--- src/rtl/comp_pkg.sv ---
package comp_pkg;
    typedef enum logic [1:0] {
        S_IDLE = 2'd0,
        S_LAW  = 2'd1,
        S_POLE = 2'd2
    } seq_state_t;
endpackage

--- src/rtl/comp_seq.sv ---
module comp_seq #(
    parameter int NPOLE = 2
) (
    input  logic             clk,
    input  logic             rst,
    input  logic             in_vld,
    output logic             cap_en,
    output logic             law_en,
    output logic [NPOLE-1:0] pole_en,
    output logic             out_vld
);
    import comp_pkg::*;

    localparam int IXW = (NPOLE > 1) ? $clog2(NPOLE) : 1;
    localparam logic [IXW-1:0] LAST_IX = IXW'(NPOLE - 1);

    seq_state_t     state, state_nx;
    logic [IXW-1:0] idx;

    always_ff @(posedge clk) begin
        if (rst) begin
            state   <= S_IDLE;
            idx     <= '0;
            out_vld <= 1'b0;
        end else begin
            state   <= state_nx;
            out_vld <= (state == S_POLE) && (idx == LAST_IX);
            if (state == S_POLE)
                idx <= (idx == LAST_IX) ? '0 : idx + 1'b1;
            else
                idx <= '0;
        end
    end

    always_comb begin
        state_nx = state;
        unique case (state)
            S_IDLE:  if (in_vld) state_nx = S_LAW;
            S_LAW:   state_nx = S_POLE;
            S_POLE:  if (idx == LAST_IX) state_nx = S_IDLE;
            default: state_nx = S_IDLE;
        endcase
    end

    always_comb begin
        cap_en  = 1'b0;
        law_en  = 1'b0;
        pole_en = '0;
        unique case (state)
            S_IDLE:  cap_en = in_vld;
            S_LAW:   law_en = 1'b1;
            S_POLE:  pole_en[idx] = 1'b1;
            default: ;
        endcase
    end


    vld_pulse_chk: assert property (@(posedge clk) disable iff (rst)
        out_vld |=> !out_vld);

    accept_chk: assert property (@(posedge clk) disable iff (rst)
        (state == S_IDLE && in_vld) |=> (state == S_LAW));

    busy_ignore_chk: assert property (@(posedge clk) disable iff (rst)
        (state != S_IDLE) |=> (state != S_LAW));
endmodule

--- src/rtl/pid_law.sv ---
module pid_law #(
    parameter int EW = 9,
    parameter int GW = 8,
    parameter int GF = 4,
    parameter int IW = 24,
    parameter int AW = 26
) (
    input  logic                 clk,
    input  logic                 rst,
    input  logic                 cap_en,
    input  logic                 en,
    input  logic signed [EW-1:0] err,
    input  logic        [GW-1:0] kp,
    input  logic        [GW-1:0] ki,
    input  logic        [GW-1:0] kd,
    input  logic                 sat_hi,
    input  logic                 sat_lo,
    output logic signed [AW-1:0] u
);
    localparam logic signed [AW-1:0] IMAX = AW'((64'sd1 <<< (IW - 1)) - 64'sd1);
    localparam logic signed [AW-1:0] IMIN = -IMAX;

    logic signed [EW-1:0] err_q, e_prev;
    logic signed [IW-1:0] integ, integ_nx;
    logic signed [AW-1:0] e_x, de_x, kp_x, ki_x, kd_x;
    logic signed [AW-1:0] i_sum, i_clip, total;
    logic                 hold;

    always_comb begin
        e_x    = AW'(err_q);
        de_x   = AW'(err_q) - AW'(e_prev);
        kp_x   = AW'({1'b0, kp});
        ki_x   = AW'({1'b0, ki});
        kd_x   = AW'({1'b0, kd});
        hold   = (sat_hi && (err_q > 0)) || (sat_lo && (err_q < 0));
        i_sum  = AW'(integ) + ki_x * e_x;
        if (i_sum > IMAX)
            i_clip = IMAX;
        else if (i_sum < IMIN)
            i_clip = IMIN;
        else
            i_clip = i_sum;
        integ_nx = hold ? integ : IW'(i_clip);
        total    = kp_x * e_x + AW'(integ_nx) + kd_x * de_x;
    end

    always_ff @(posedge clk) begin
        if (rst) begin
            err_q  <= '0;
            e_prev <= '0;
            integ  <= '0;
            u      <= '0;
        end else begin
            if (cap_en)
                err_q <= err;
            if (en) begin
                integ  <= integ_nx;
                e_prev <= err_q;
                u      <= total >>> GF;
            end
        end
    end


    windup_hold_chk: assert property (@(posedge clk) disable iff (rst)
        (en && hold) |=> $stable(integ));

    law_idle_chk: assert property (@(posedge clk) disable iff (rst)
        !en |=> ($stable(integ) && $stable(e_prev) && $stable(u)));
endmodule

--- src/rtl/pole_section.sv ---
module pole_section #(
    parameter int AW = 26,
    parameter int CW = 8
) (
    input  logic                 clk,
    input  logic                 rst,
    input  logic                 en,
    input  logic signed [AW-1:0] x,
    input  logic        [CW-1:0] a,
    output logic signed [AW-1:0] y,
    output logic signed [AW-1:0] y_nx
);
    localparam int PW = AW + CW + 2;

    logic signed [PW-1:0] diff, a_x, prod, step;

    always_comb begin
        diff = PW'(x) - PW'(y);
        a_x  = PW'({1'b0, a});
        prod = diff * a_x;
        step = prod >>> CW;
        y_nx = y + AW'(step);
    end

    always_ff @(posedge clk) begin
        if (rst)
            y <= '0;
        else if (en)
            y <= y_nx;
    end


    pole_idle_chk: assert property (@(posedge clk) disable iff (rst)
        !en |=> $stable(y));
endmodule

--- src/rtl/pid_pole_comp.sv ---
module pid_pole_comp #(
    parameter int EW = 9,
    parameter int GW = 8,
    parameter int GF = 4,
    parameter int CW = 8,
    parameter int DW = 10,
    parameter int IW = 24,
    parameter int AW = 26
) (
    input  logic                 clk,
    input  logic                 rst,
    input  logic                 in_vld,
    input  logic signed [EW-1:0] err,
    input  logic        [GW-1:0] kp,
    input  logic        [GW-1:0] ki,
    input  logic        [GW-1:0] kd,
    input  logic        [CW-1:0] pole_a1,
    input  logic        [CW-1:0] pole_a2,
    output logic                 out_vld,
    output logic        [DW-1:0] duty
);
    localparam int NPOLE = 2;
    localparam logic signed [AW-1:0] DMAX = AW'((64'sd1 <<< DW) - 64'sd1);

    logic             cap_en, law_en;
    logic [NPOLE-1:0] pole_en;
    logic signed [AW-1:0] u;
    logic signed [AW-1:0] xin  [NPOLE];
    logic signed [AW-1:0] ys   [NPOLE];
    logic signed [AW-1:0] ynx  [NPOLE];
    logic        [CW-1:0] acoef [NPOLE];
    logic signed [AW-1:0] last_nx;
    logic                 sat_hi, sat_lo;

    assign acoef[0] = pole_a1;
    assign acoef[1] = pole_a2;

    comp_seq #(.NPOLE(NPOLE)) u_seq (
        .clk     (clk),
        .rst     (rst),
        .in_vld  (in_vld),
        .cap_en  (cap_en),
        .law_en  (law_en),
        .pole_en (pole_en),
        .out_vld (out_vld)
    );

    pid_law #(.EW(EW), .GW(GW), .GF(GF), .IW(IW), .AW(AW)) u_law (
        .clk    (clk),
        .rst    (rst),
        .cap_en (cap_en),
        .en     (law_en),
        .err    (err),
        .kp     (kp),
        .ki     (ki),
        .kd     (kd),
        .sat_hi (sat_hi),
        .sat_lo (sat_lo),
        .u      (u)
    );

    for (genvar i = 0; i < NPOLE; i++) begin : g_pole
        if (i == 0) begin : g_head
            assign xin[i] = u;
        end else begin : g_tail
            assign xin[i] = ys[i-1];
        end
        pole_section #(.AW(AW), .CW(CW)) u_sec (
            .clk  (clk),
            .rst  (rst),
            .en   (pole_en[i]),
            .x    (xin[i]),
            .a    (acoef[i]),
            .y    (ys[i]),
            .y_nx (ynx[i])
        );
    end

    assign last_nx = ynx[NPOLE-1];

    always_ff @(posedge clk) begin
        if (rst) begin
            duty   <= '0;
            sat_hi <= 1'b0;
            sat_lo <= 1'b0;
        end else if (pole_en[NPOLE-1]) begin
            sat_hi <= last_nx > DMAX;
            sat_lo <= last_nx < 0;
            if (last_nx > DMAX)
                duty <= DMAX[DW-1:0];
            else if (last_nx < 0)
                duty <= '0;
            else
                duty <= last_nx[DW-1:0];
        end
    end


    duty_hold_chk: assert property (@(posedge clk) disable iff (rst)
        (!out_vld && !$past(rst)) |-> $stable(duty));

    clamp_hi_chk: assert property (@(posedge clk) disable iff (rst)
        sat_hi |-> (duty == DMAX[DW-1:0]));

    clamp_lo_chk: assert property (@(posedge clk) disable iff (rst)
        sat_lo |-> (duty == '0));
endmodule

--- config.mk ---
export PLATFORM = sky130hd
export DESIGN_NAME = pid_pole_comp
export DESIGN_NICKNAME = d
export VERILOG_FILES = /design/src/rtl/comp_pkg.sv /design/src/rtl/comp_seq.sv /design/src/rtl/pid_law.sv /design/src/rtl/pole_section.sv /design/src/rtl/pid_pole_comp.sv
export SDC_FILE = /design/constraint.sdc
export NUM_CORES = 2
export LEC_CHECK = 0
export ABC_CLOCK_PERIOD_IN_PS = 25100
export BUFFER_PORTS_ARGS = -buffer_cell sky130_fd_sc_hd__buf_2
export CELL_PAD_IN_SITES_DETAIL_PLACEMENT = 1
export CELL_PAD_IN_SITES_GLOBAL_PLACEMENT = 2
export CORE_ASPECT_RATIO = 2
export CORE_MARGIN = 3
export CORE_UTILIZATION = 45
export DETAILED_ROUTE_END_ITERATION = 16
export PLACE_DENSITY = 0.88
export SYNTH_ARGS = -nofsm -noshare
export SYNTH_HDL_FRONTEND = slang
export SYNTH_SLANG_ARGS = --single-unit
--- constraint.sdc ---
create_clock -name clk -period 25.1 [get_ports clk]
set_input_delay 3.765 -clock clk [delete_from_list [all_inputs] [get_ports clk]]
set_output_delay 3.765 -clock clk [all_outputs]
set_load 0.02 [all_outputs]
==> impl_metrics.csv <==
group,metric,value,unit
drt,dr_total_vias,29400,
drt,first_pass_iters,5,
drt,detail_route.wl_per_cell,20.7,µm
critical_path,cp.required,25.44,ns
yosys,synth_fa_ha_area_share,45.5,%
sta,whs,0.451,ns
critical_path,path_delay_family,"adder cells",
cts,postCtsSetupBuffers,0,
cts,clk_latency,0.45,ns
grt,grt_pass1_wl,176,mm
grt,antenna_found_initial,9,
floorplan,dieArea,0.0827,mm²
yosys,yosys.area_share.simple,18.8,%
drt,wl_met1,33.8,mm
yosys,synth_xor_area_share,4.72,%
drt,top_layer,"met5",
yosys,synthFlopType,"dfxtp_1",
yosys,synthMuxAreaShare,0.594,%
sta,finClkSkew,0.0223,ns
critical_path,crit_arrival,16.41,ns
floorplan,start_util,45.5,%
sta,final.period_utilization,64.0,%
critical_path,path_buf_inv,8,
sta,grt_setup_unrepaired,"false",
yosys,synthArstFlopShare,0,%
critical_path,critPathMaxFanout,15,
finish,nets,5295,
place,gp_congestion,0.906,
sta,setup_violations,0,
yosys,synth_edf_count,0,
sta,finalHoldViolations,0,
floorplan,row_count,145,
yosys,synthCells,4304,
cts,numCtsBuffers,17,
cts,cts_tree,"built",
sta,worstMarginPinSlew,1.26,ns
worst_hold_path,hp-class,"reg -> reg",
yosys,ys_seq_elements,131,
finish,drive_gt1_share,4.46,%
finish,fill_cells,9559,
floorplan,coreArea,0.0782,mm²
floorplan,die_h,404,µm
grt,grt_max_degree,81,
cts,cts_max_level,4,
grt,grt_use_total,27.3,%
yosys,synth-compound-area-share,12.8,%
drt,drc,0,
yosys,syn_avg_cell_area,8.27,µm²
yosys,synth_top_family_by_area,"adder cells",
cts,clk_pin_slew,0.06,ns
yosys,synth.top_cell.area_share,30.0,%
drt,ant_nets,0,
status,status,"finished clean",
cts,hold_buffers,0,
critical_path,worstSetupPathType,"in -> reg",
critical_path,slowest_stage,"and2_1",
finish,multiInputGateArea,0.0294,mm²
floorplan,io_pins,63,
cts,cts-resized-gates,0,
yosys,synth_area_leaders,"fa_1 30%, ha_1 15%, inv_1 8.5%",
critical_path,critPathCaptureType,"flip-flop",
yosys,synth_cell_type_count,98,
place,portBuffers,62,
drt,avgViaCountPerCell,5.54,
run,drv_cap,0,
critical_path,reg2reg_slack,11.89,ns
yosys,synthesis.area,0.0356,mm²
drt,wl,110,mm
sta,fin_ws,9.03,ns
grt,grt_pass1_vias,33800,
place,pre_cts_ws,8.64,ns
sta,maxSlewHeadroom,15.6,%
cts,root_buffer,"clkbuf_16",
sta,maxSlewViolCount,0,
drt,dr_wl_met2,66.4,mm
critical_path,crit_top_cell,"fa_1",
critical_path,start_kind,"input pin",
sta,tns,0,ns
yosys,ys_seq_area_share,7.37,%
drt,dr_wl_met3,1.96,mm
sta,max_freq,0.0622,GHz
cts,clockBufferDepth,2,
yosys,yosys_warnings,0,
yosys,synth_nets,5327,
yosys,yosysTopAreaCell,"fa_1",
cts,clock-sinks,131,
place,hpwl,94.3,mm
floorplan,die_w,205,µm
drt,first_iter_violations,889,
finish,area_delta_synth_final,5.26,%
finish,ff_latch_area,0.00262,mm²
grt,grt-ovfl-total,0,
sta,finalCriticalPeriod,16.07,ns
critical_path,cpPeakStageDelay,0.64,ns
## tightest hold or removal path, delay by kind of cell (launching register included)
family | cells | cell delay, ns
and+or+nand+nor | 1 | 0.05
AOI/OAI and AO/OA | 1 | 0.05
DFF | 1 | 0.31
## layout by cell type, fill, tap and decap left out, drive strengths merged, types with 40 or more instances in the layout
master and instances:
inv 814, xor2 57, a21o 66, buf 95, o21ai 90, nand3 40
ha 437, fa 534, nor2 191, nand2 543, and2 338, dfxtp 131
nor3 55, nand2b 44, a21oi 216, xnor2 133
## sequential cells by signal, summed over array words and instances, names as in the netlist
signal,flops
u_seq.out_vld,1
u_law.integ,24
duty,10
u_law.e_prev,9
u_law.err_q,9
g_pole.u_sec.y,51
u_law.u,22
u_seq.idx,1
sat_hi,1
sat_lo,1
u_seq.state,2
## path summary, 6_finish.rpt
| path | from | endpoint | cells after the start |
|---|---|---|---|
| min | duty[2] | duty[2] | 2 |
| max reg2reg | u_law.err_q[0] | u_law.u[21] | 46 |
| min reg2reg | duty[2] | duty[2] | 2 |
| max | ki[6] | u_law.u[21] | 46 |
## layout make-up
cell class                 count  share of cell area, %
tap                         1029                   3.44
clock inverter                14                  0.381
sequential                   131                   7.00
clock buffer                  18                   1.15
inverter                     808                   8.09
antenna                        5                 0.0334
timing repair buffer          95                   1.50
multi-input combinational   3219                   78.4
## kinds of logic after synthesis
family | after synthesis
AOI/OAI and AO/OA | 667
and+or+nand+nor | 1366
adders and majority gates | 976
xor gates and xnor gates | 190
DFF | 131
buffers and inverters | 954
muxes | 20
## cells in the mapped netlist (23+ instances only)
cell type / instances
nor2b_1: 39
nor2_1: 191
ha_1: 437
a21o_1: 66
fa_1: 534
nand2b_1: 44
dfxtp_1: 131
a211oi_1: 28
xnor2_1: 132
nor3_1: 52
o21a_1: 34
xor2_1: 56
clkbuf_1: 137
o21ai_0: 81
o31ai_1: 23
inv_1: 804
nand3_1: 40
a31oi_1: 31
nand2_1: 543
a21oi_1: 215
and2_1: 338
## per-stage QoR
stage	util, %	cell area, µm²	std cells
6_report	47.9	37500	5319
5_1_grt	47.9	37500	5318
4_1_cts	47.9	37500	5314
3_5_place_dp	47.2	36900	5282
3_3_place_gp	47.2	36900	5282
2_1_floorplan	-	35600	4304
## per-layer routing
| metal | vias up | track usage (%) |
|---|---|---|
| li1 | 13700 | - |
| met1 | 15000 | 23.5 |
| met2 | 487 | 58.5 |
| met3 | 330 | 1.86 |
| met4 | 4 | 15.7 |
| met5 | - | 0 |
Power is left out: the tool's default activity adds up to more than one toggle a clock period on the data nets, which glitch-free logic cannot reach.
